===== config.mk =====
export PLATFORM = sky130hd
export DESIGN_NAME = cfgx_bridge
export DESIGN_NICKNAME = d
export VERILOG_FILES = /design/src/rtl/cfgx_pkg.sv /design/src/rtl/cfgx_addr_latch.sv /design/src/rtl/cfgx_gate.sv /design/src/rtl/cfgx_ctrl.sv /design/src/rtl/cfgx_bridge.sv
export SDC_FILE = /design/constraint.sdc
export NUM_CORES = 1
export LEC_CHECK = 0
export BUFFER_PORTS_ARGS = -buffer_cell sky130_fd_sc_hd__buf_2
export CORE_ASPECT_RATIO = 1.25
export CORE_MARGIN = 2
export CORE_UTILIZATION = 54
export CTS_BUF_LIST = sky130_fd_sc_hd__clkbuf_8
export DETAILED_ROUTE_END_ITERATION = 8
export PLACE_DENSITY = 0.82
export SETUP_SLACK_MARGIN = 0.15
export SLEW_MARGIN = 5
export SYNTH_ARGS = -nofsm -noshare
export SYNTH_HDL_FRONTEND = slang
export SYNTH_HIERARCHICAL = 1
export SYNTH_SLANG_ARGS = --single-unit

===== constraint.sdc =====
create_clock -name clk -period 3.9 [get_ports clk]
set_input_delay 0.195 -clock clk [delete_from_list [all_inputs] [get_ports clk]]
set_output_delay 0.195 -clock clk [all_outputs]
set_load 0.1 [all_outputs]

===== src/rtl/cfgx_pkg.sv =====
package cfgx_pkg;

  localparam int unsigned LAT_W  = 32;
  localparam int unsigned DATA_W = 32;
  localparam int unsigned LANES  = DATA_W / 8;

  typedef enum logic [1:0] {
    ST_IDLE = 2'd0,
    ST_REQ  = 2'd1,
    ST_RESP = 2'd2
  } cfgx_state_e;

  // Bytes actually moved: host length capped at one word, then at what is
  // left below the configuration limit.
  function automatic logic [2:0] clip_len(input logic [2:0] len,
                                          input logic [9:0] remain);
    logic [2:0] n;
    n = (len > 3'd4) ? 3'd4 : len;
    if (remain < {7'd0, n}) n = remain[2:0];
    return n;
  endfunction

  // Byte-enable mask starting at lane, n bytes wide, truncated to one word.
  function automatic logic [LANES-1:0] byte_en(input logic [1:0] lane,
                                               input logic [2:0] n);
    logic [7:0] m;
    m = (8'd1 << n) - 8'd1;
    m = m << lane;
    return m[LANES-1:0];
  endfunction

  // Mask keeping the low n bytes of a right-aligned word.
  function automatic logic [DATA_W-1:0] low_bytes(input logic [2:0] n);
    logic [DATA_W-1:0] m;
    case (n)
      3'd1:    m = 32'h0000_00FF;
      3'd2:    m = 32'h0000_FFFF;
      3'd3:    m = 32'h00FF_FFFF;
      default: m = 32'hFFFF_FFFF;
    endcase
    return m;
  endfunction

endpackage


===== src/rtl/cfgx_addr_latch.sv =====
module cfgx_addr_latch
  import cfgx_pkg::*;
(
  input  logic             clk,
  input  logic             rst,
  input  logic             wr_fire,
  input  logic [1:0]       h_addr,
  input  logic [2:0]       h_len,
  input  logic [LAT_W-1:0] h_wdata,
  output logic [LAT_W-1:0] lat_q,
  output logic             lat_upd
);

  // Only a full-word write at window byte 0 reaches the latch.
  assign lat_upd = wr_fire && (h_addr == 2'd0) && (h_len == 3'd4);

  always_ff @(posedge clk) begin
    if (rst)          lat_q <= '0;
    else if (lat_upd) lat_q <= h_wdata;
  end

endmodule


===== src/rtl/cfgx_gate.sv =====
module cfgx_gate
  import cfgx_pkg::*;
#(
  parameter int unsigned CFG_LIMIT = 256
)(
  input  logic             en_bit,
  input  logic [7:0]       base_off,
  input  logic [1:0]       h_addr,
  input  logic [2:0]       h_len,
  input  logic             lk_present,
  input  logic             lk_fn0_present,
  input  logic             lk_hot_added,
  output logic [7:0]       eff_off,
  output logic [2:0]       nbytes,
  output logic [LANES-1:0] be,
  output logic             allow
);

  localparam logic [9:0] LIM_V = CFG_LIMIT[9:0];

  logic       in_range;
  logic       visible;
  logic [9:0] remain;

  assign eff_off  = base_off | {6'd0, h_addr};
  assign in_range = ({2'b00, eff_off} < LIM_V);
  assign visible  = lk_present && !(lk_hot_added && !lk_fn0_present);
  assign remain   = LIM_V - {2'b00, eff_off};
  assign nbytes   = clip_len(h_len, remain);
  assign be       = byte_en(eff_off[1:0], nbytes);
  assign allow    = en_bit && in_range && visible;

endmodule


===== src/rtl/cfgx_ctrl.sv =====
module cfgx_ctrl
  import cfgx_pkg::*;
(
  input  logic              clk,
  input  logic              rst,
  input  logic              h_valid,
  input  logic              h_write,
  input  logic              h_win,
  input  logic [DATA_W-1:0] h_wdata,
  input  logic [LAT_W-1:0]  lat,
  input  logic              allow,
  input  logic [7:0]        eff_off,
  input  logic [2:0]        nbytes,
  input  logic [LANES-1:0]  be,
  input  logic              rq_ack,
  input  logic [DATA_W-1:0] rq_rdata,
  output logic              h_ready,
  output logic [DATA_W-1:0] h_rdata,
  output logic              rq_valid,
  output logic              rq_write,
  output logic [7:0]        rq_bus,
  output logic [7:0]        rq_devfn,
  output logic [7:0]        rq_off,
  output logic [LANES-1:0]  rq_be,
  output logic [DATA_W-1:0] rq_wdata,
  output logic              acc_evt,
  output logic              fwd_evt,
  output logic              synth_evt
);

  cfgx_state_e       state_q;
  logic [DATA_W-1:0] rsp_q;
  logic [1:0]        lane_q;
  logic [2:0]        n_q;

  assign acc_evt   = (state_q == ST_IDLE) && h_valid;
  assign fwd_evt   = acc_evt && h_win && allow;
  assign synth_evt = acc_evt && h_win && !allow;
  assign h_ready   = (state_q == ST_RESP);
  assign h_rdata   = rsp_q;

  always_ff @(posedge clk) begin
    if (rst) begin
      state_q  <= ST_IDLE;
      rsp_q    <= '0;
      lane_q   <= '0;
      n_q      <= '0;
      rq_valid <= 1'b0;
      rq_write <= 1'b0;
      rq_bus   <= '0;
      rq_devfn <= '0;
      rq_off   <= '0;
      rq_be    <= '0;
      rq_wdata <= '0;
    end else begin
      case (state_q)
        ST_IDLE: begin
          if (acc_evt && !h_win) begin
            rsp_q   <= lat;
            state_q <= ST_RESP;
          end else if (synth_evt) begin
            rsp_q   <= '1;
            state_q <= ST_RESP;
          end else if (fwd_evt) begin
            rq_valid <= 1'b1;
            rq_write <= h_write;
            rq_bus   <= lat[23:16];
            rq_devfn <= lat[15:8];
            rq_off   <= eff_off;
            rq_be    <= be;
            rq_wdata <= h_wdata << {eff_off[1:0], 3'b000};
            lane_q   <= eff_off[1:0];
            n_q      <= nbytes;
            state_q  <= ST_REQ;
          end
        end
        ST_REQ: begin
          if (rq_ack) begin
            rq_valid <= 1'b0;
            rsp_q    <= (rq_rdata >> {lane_q, 3'b000}) & low_bytes(n_q);
            state_q  <= ST_RESP;
          end
        end
        default: state_q <= ST_IDLE;
      endcase
    end
  end

endmodule


===== src/rtl/cfgx_bridge.sv =====
module cfgx_bridge
  import cfgx_pkg::*;
#(
  parameter int unsigned CFG_LIMIT = 256
)(
  input  logic        clk,
  input  logic        rst,
  input  logic        h_valid,
  input  logic        h_write,
  input  logic        h_win,
  input  logic [1:0]  h_addr,
  input  logic [2:0]  h_len,
  input  logic [31:0] h_wdata,
  output logic        h_ready,
  output logic [31:0] h_rdata,
  output logic [7:0]  lk_bus,
  output logic [7:0]  lk_devfn,
  input  logic        lk_present,
  input  logic        lk_fn0_present,
  input  logic        lk_hot_added,
  output logic        rq_valid,
  output logic        rq_write,
  output logic [7:0]  rq_bus,
  output logic [7:0]  rq_devfn,
  output logic [7:0]  rq_off,
  output logic [3:0]  rq_be,
  output logic [31:0] rq_wdata,
  input  logic        rq_ack,
  input  logic [31:0] rq_rdata
);

  logic [LAT_W-1:0] lat_q;
  logic             lat_upd;
  logic             acc_evt;
  logic             fwd_evt;
  logic             synth_evt;
  logic [7:0]       eff_off;
  logic [2:0]       nbytes;
  logic [LANES-1:0] be;
  logic             allow;

  assign lk_bus   = lat_q[23:16];
  assign lk_devfn = lat_q[15:8];

  cfgx_addr_latch u_latch (
    .clk     (clk),
    .rst     (rst),
    .wr_fire (acc_evt && !h_win && h_write),
    .h_addr  (h_addr),
    .h_len   (h_len),
    .h_wdata (h_wdata),
    .lat_q   (lat_q),
    .lat_upd (lat_upd)
  );

  cfgx_gate #(.CFG_LIMIT(CFG_LIMIT)) u_gate (
    .en_bit         (lat_q[31]),
    .base_off       (lat_q[7:0]),
    .h_addr         (h_addr),
    .h_len          (h_len),
    .lk_present     (lk_present),
    .lk_fn0_present (lk_fn0_present),
    .lk_hot_added   (lk_hot_added),
    .eff_off        (eff_off),
    .nbytes         (nbytes),
    .be             (be),
    .allow          (allow)
  );

  cfgx_ctrl u_ctrl (
    .clk       (clk),
    .rst       (rst),
    .h_valid   (h_valid),
    .h_write   (h_write),
    .h_win     (h_win),
    .h_wdata   (h_wdata),
    .lat       (lat_q),
    .allow     (allow),
    .eff_off   (eff_off),
    .nbytes    (nbytes),
    .be        (be),
    .rq_ack    (rq_ack),
    .rq_rdata  (rq_rdata),
    .h_ready   (h_ready),
    .h_rdata   (h_rdata),
    .rq_valid  (rq_valid),
    .rq_write  (rq_write),
    .rq_bus    (rq_bus),
    .rq_devfn  (rq_devfn),
    .rq_off    (rq_off),
    .rq_be     (rq_be),
    .rq_wdata  (rq_wdata),
    .acc_evt   (acc_evt),
    .fwd_evt   (fwd_evt),
    .synth_evt (synth_evt)
  );

endmodule


==> impl_metrics.yaml <==
power_and_ir_drop:
  p_total_mw: 3.10
  vdd_drop_max_mv: 0.222
  cellPowerDensity_nw_per_um2: 387
  p_leak_nw: 3.22
cts:
  clock-sinks: 131
  clockBufferDepth: 2
  htreeDepth: 4
  cts_tree: "yes"
  cts_root_buf: "clkbuf_8"
  clk_pin_slew_ns: 0.07
  numCtsBuffers: 17
  clock_latency_ns: 0.42
  hold_buffers: 0
job:
  cap_violations: 0
sta:
  period_needed_ns: 3.30
  hold_violations: 0
  holdWs_ns: 0.0420
  tightest_slew_ns: 1.11
  clock_skew_ns: 0.0136
  timing.final.crit_share_pct: 84.7
  setup_ws_ns: 0.596
  slew_violations: 0
  max_freq_mhz: 303
  rsz0062_at_grt: "false"
  tns_ns: 0
  maxSlewHeadroom_pct: 25.9
  setup_violations: 0
critical_path:
  rrSetupSlack_ns: 0.60
  arrival_ns: 3.56
  cp_common_cell: "ha_1"
  critPathKind: "register to register"
  critical_path.startpoint: "u_latch/lat_q[1]$_SDFFE_PP0P_"
  slowest_delay_ns: 0.47
  path_cells: "nor2_2, ha_1, xnor2_2, ha_1, o21ai_1, a21oi_1, a211oi_2, buf_4, nand2_1, o21ai_0, o21ai_0, ha_1, xnor2_1, mux4_2, nand2_1, a21oi_1"
  slowest_stage: "mux4_2"
  critPathRequiredTime_ns: 4.16
  r2r-start: "u_latch/lat_q[1]$_SDFFE_PP0P_"
  path_max_fanout: 10
  startpoint_type: "register"
  cp-end-kind: "register"
global_route:
  grt_max_degree: 125
  overflow: 0
  first_global_vias: 5737
  gr-usage-all-layers_pct: 29.0
  antenna_found_initial: 1
  grt_pass1_wl_um: 30900
min_path:
  min_from: "h_wdata[29]"
  worstHoldPathType: "primary input to register"
place:
  place_ws_ns: 0.328
  place_area_um2: 7570
  io_buffers: 188
  hpwl_um: 14100
  gp_congestion: 0.938
  placedCellCount: 1078
floorplanning:
  initial_core_util_pct: 55.3
  core_um2: 12200
  fp.dieH_um: 129
  die-width_um: 104
  die-area_um2: 13400
  io_pins: 189
  rows: 45
detailed_routing:
  avgRoutedWirePerCell_um: 18.0
  drtIter0Drc: 573
  ant_nets: 0
  drc: 0
  drtPass1Iterations: 5
  vias: 6435
  drt-total-wl_um: 20000
  viasPerCell: 5.79
synthesis:
  syn_area_um2: 6730
  syn_inst: 789
  synth.avg_cell_area_um2: 8.53
  synth_nets: 871
  ys_warn_count: 6
finish:
  area_delta_synth_final_pct: 19.0
  finalCoreUtilization_pct: 65.9
  fin_area_um2: 8010
  regArea_um2: 2620
  finalNetCount: 1015
  drive_gt1_share_pct: 29.3
  multiInputGateArea_um2: 3670
  nFillCells: 1053
  post_layout_nonfiller_instances: 1111
outcome:
  status: "completed"
[sequential cells by signal (all words and copies together) (netlist names)]
register / flops
u_ctrl/rq_be: 4
u_ctrl/rq_valid: 1
u_ctrl/state_q: 2
u_ctrl/n_q: 3
u_ctrl/h_rdata: 32
u_ctrl/rq_devfn: 8
u_ctrl/rq_write: 1
u_ctrl/rq_off: 8
u_ctrl/rq_wdata: 32
u_ctrl/rq_bus: 8
u_latch/lat_q: 32
[critical path, delay by kind of cell (launching register included)]
kind	cells	cell delay, ns
muxes	1	0.47
adders and majority gates	3	0.78
buffers and inverters	1	0.20
DFF	1	0.40
xor gates and xnor gates	2	0.42
and+or+nand+nor	3	0.22
AOI/OAI and AO/OA	6	0.65
[where the power goes]
part           internal [mW]  leakage [nW]  switching (mW)
clock network          0.666         0.216           0.525
registers               1.37          1.06          0.0178
logic                  0.137          1.95           0.391
total                   2.17          3.22           0.933
[cells in the final DEF (no fill, tap or decap), drive strengths merged, types with 3 or more instances in the layout]
| cell | instances |
|---|---|
| nor2 | 40 |
| nand2b | 65 |
| mux4 | 9 |
| inv | 19 |
| or4 | 12 |
| dfxtp | 131 |
| o2bb2ai | 8 |
| o211ai | 8 |
| nand3 | 9 |
| a311oi | 24 |
| bufinv | 3 |
| nor3 | 11 |
| buf | 198 |
| nand2 | 130 |
| clkbuf | 19 |
| mux2i | 56 |
| mux2 | 16 |
| o32ai | 8 |
| nor3b | 3 |
| ha | 4 |
| o21ai | 31 |
| a211oi | 11 |
| nor2b | 4 |
| or3 | 8 |
| a21oi | 86 |
| clkinv | 9 |
| nor4 | 3 |
[repair_timing]
| item | 4_1_cts | 5_1_grt |
|---|---|---|
| setup endpoints to repair | 0 | 2 |
| hold endpoints to repair | 0 | 0 |
| buffers inserted | 0 | 0 |
| gates resized for setup | 0 | 5 |
[final cells by class]
class                   count  area share, %
well taps                 164           2.56
repair buffers            198           12.7
multi-input cells         566           45.8
flip-flops and latches    131           32.7
inverters                  19          0.890
clock buffers              19           3.27
clock inverters            13           1.97
diodes                      1         0.0312
[path summary, 6_finish.rpt]
path	to	depth (start not counted)
hold reg to reg	u_ctrl/rq_wdata[0]$_SDFFE_PP0P_	2
setup / recovery	u_ctrl/rq_be[3]$_SDFFE_PP0P_	16
setup reg to reg	u_ctrl/rq_be[3]$_SDFFE_PP0P_	16
hold / removal	u_latch/lat_q[29]$_SDFFE_PP0P_	3
[per-layer routing]
layer	vias to the layer above	track usage (%)	wire length, µm
met5	-	0	0
met3	37	7.19	1660
met1	3011	37.9	8490
met4	0	11.8	550
met2	328	46.2	9290
li1	3059	-	-
Note: power is estimated with default switching activity, not from simulation.
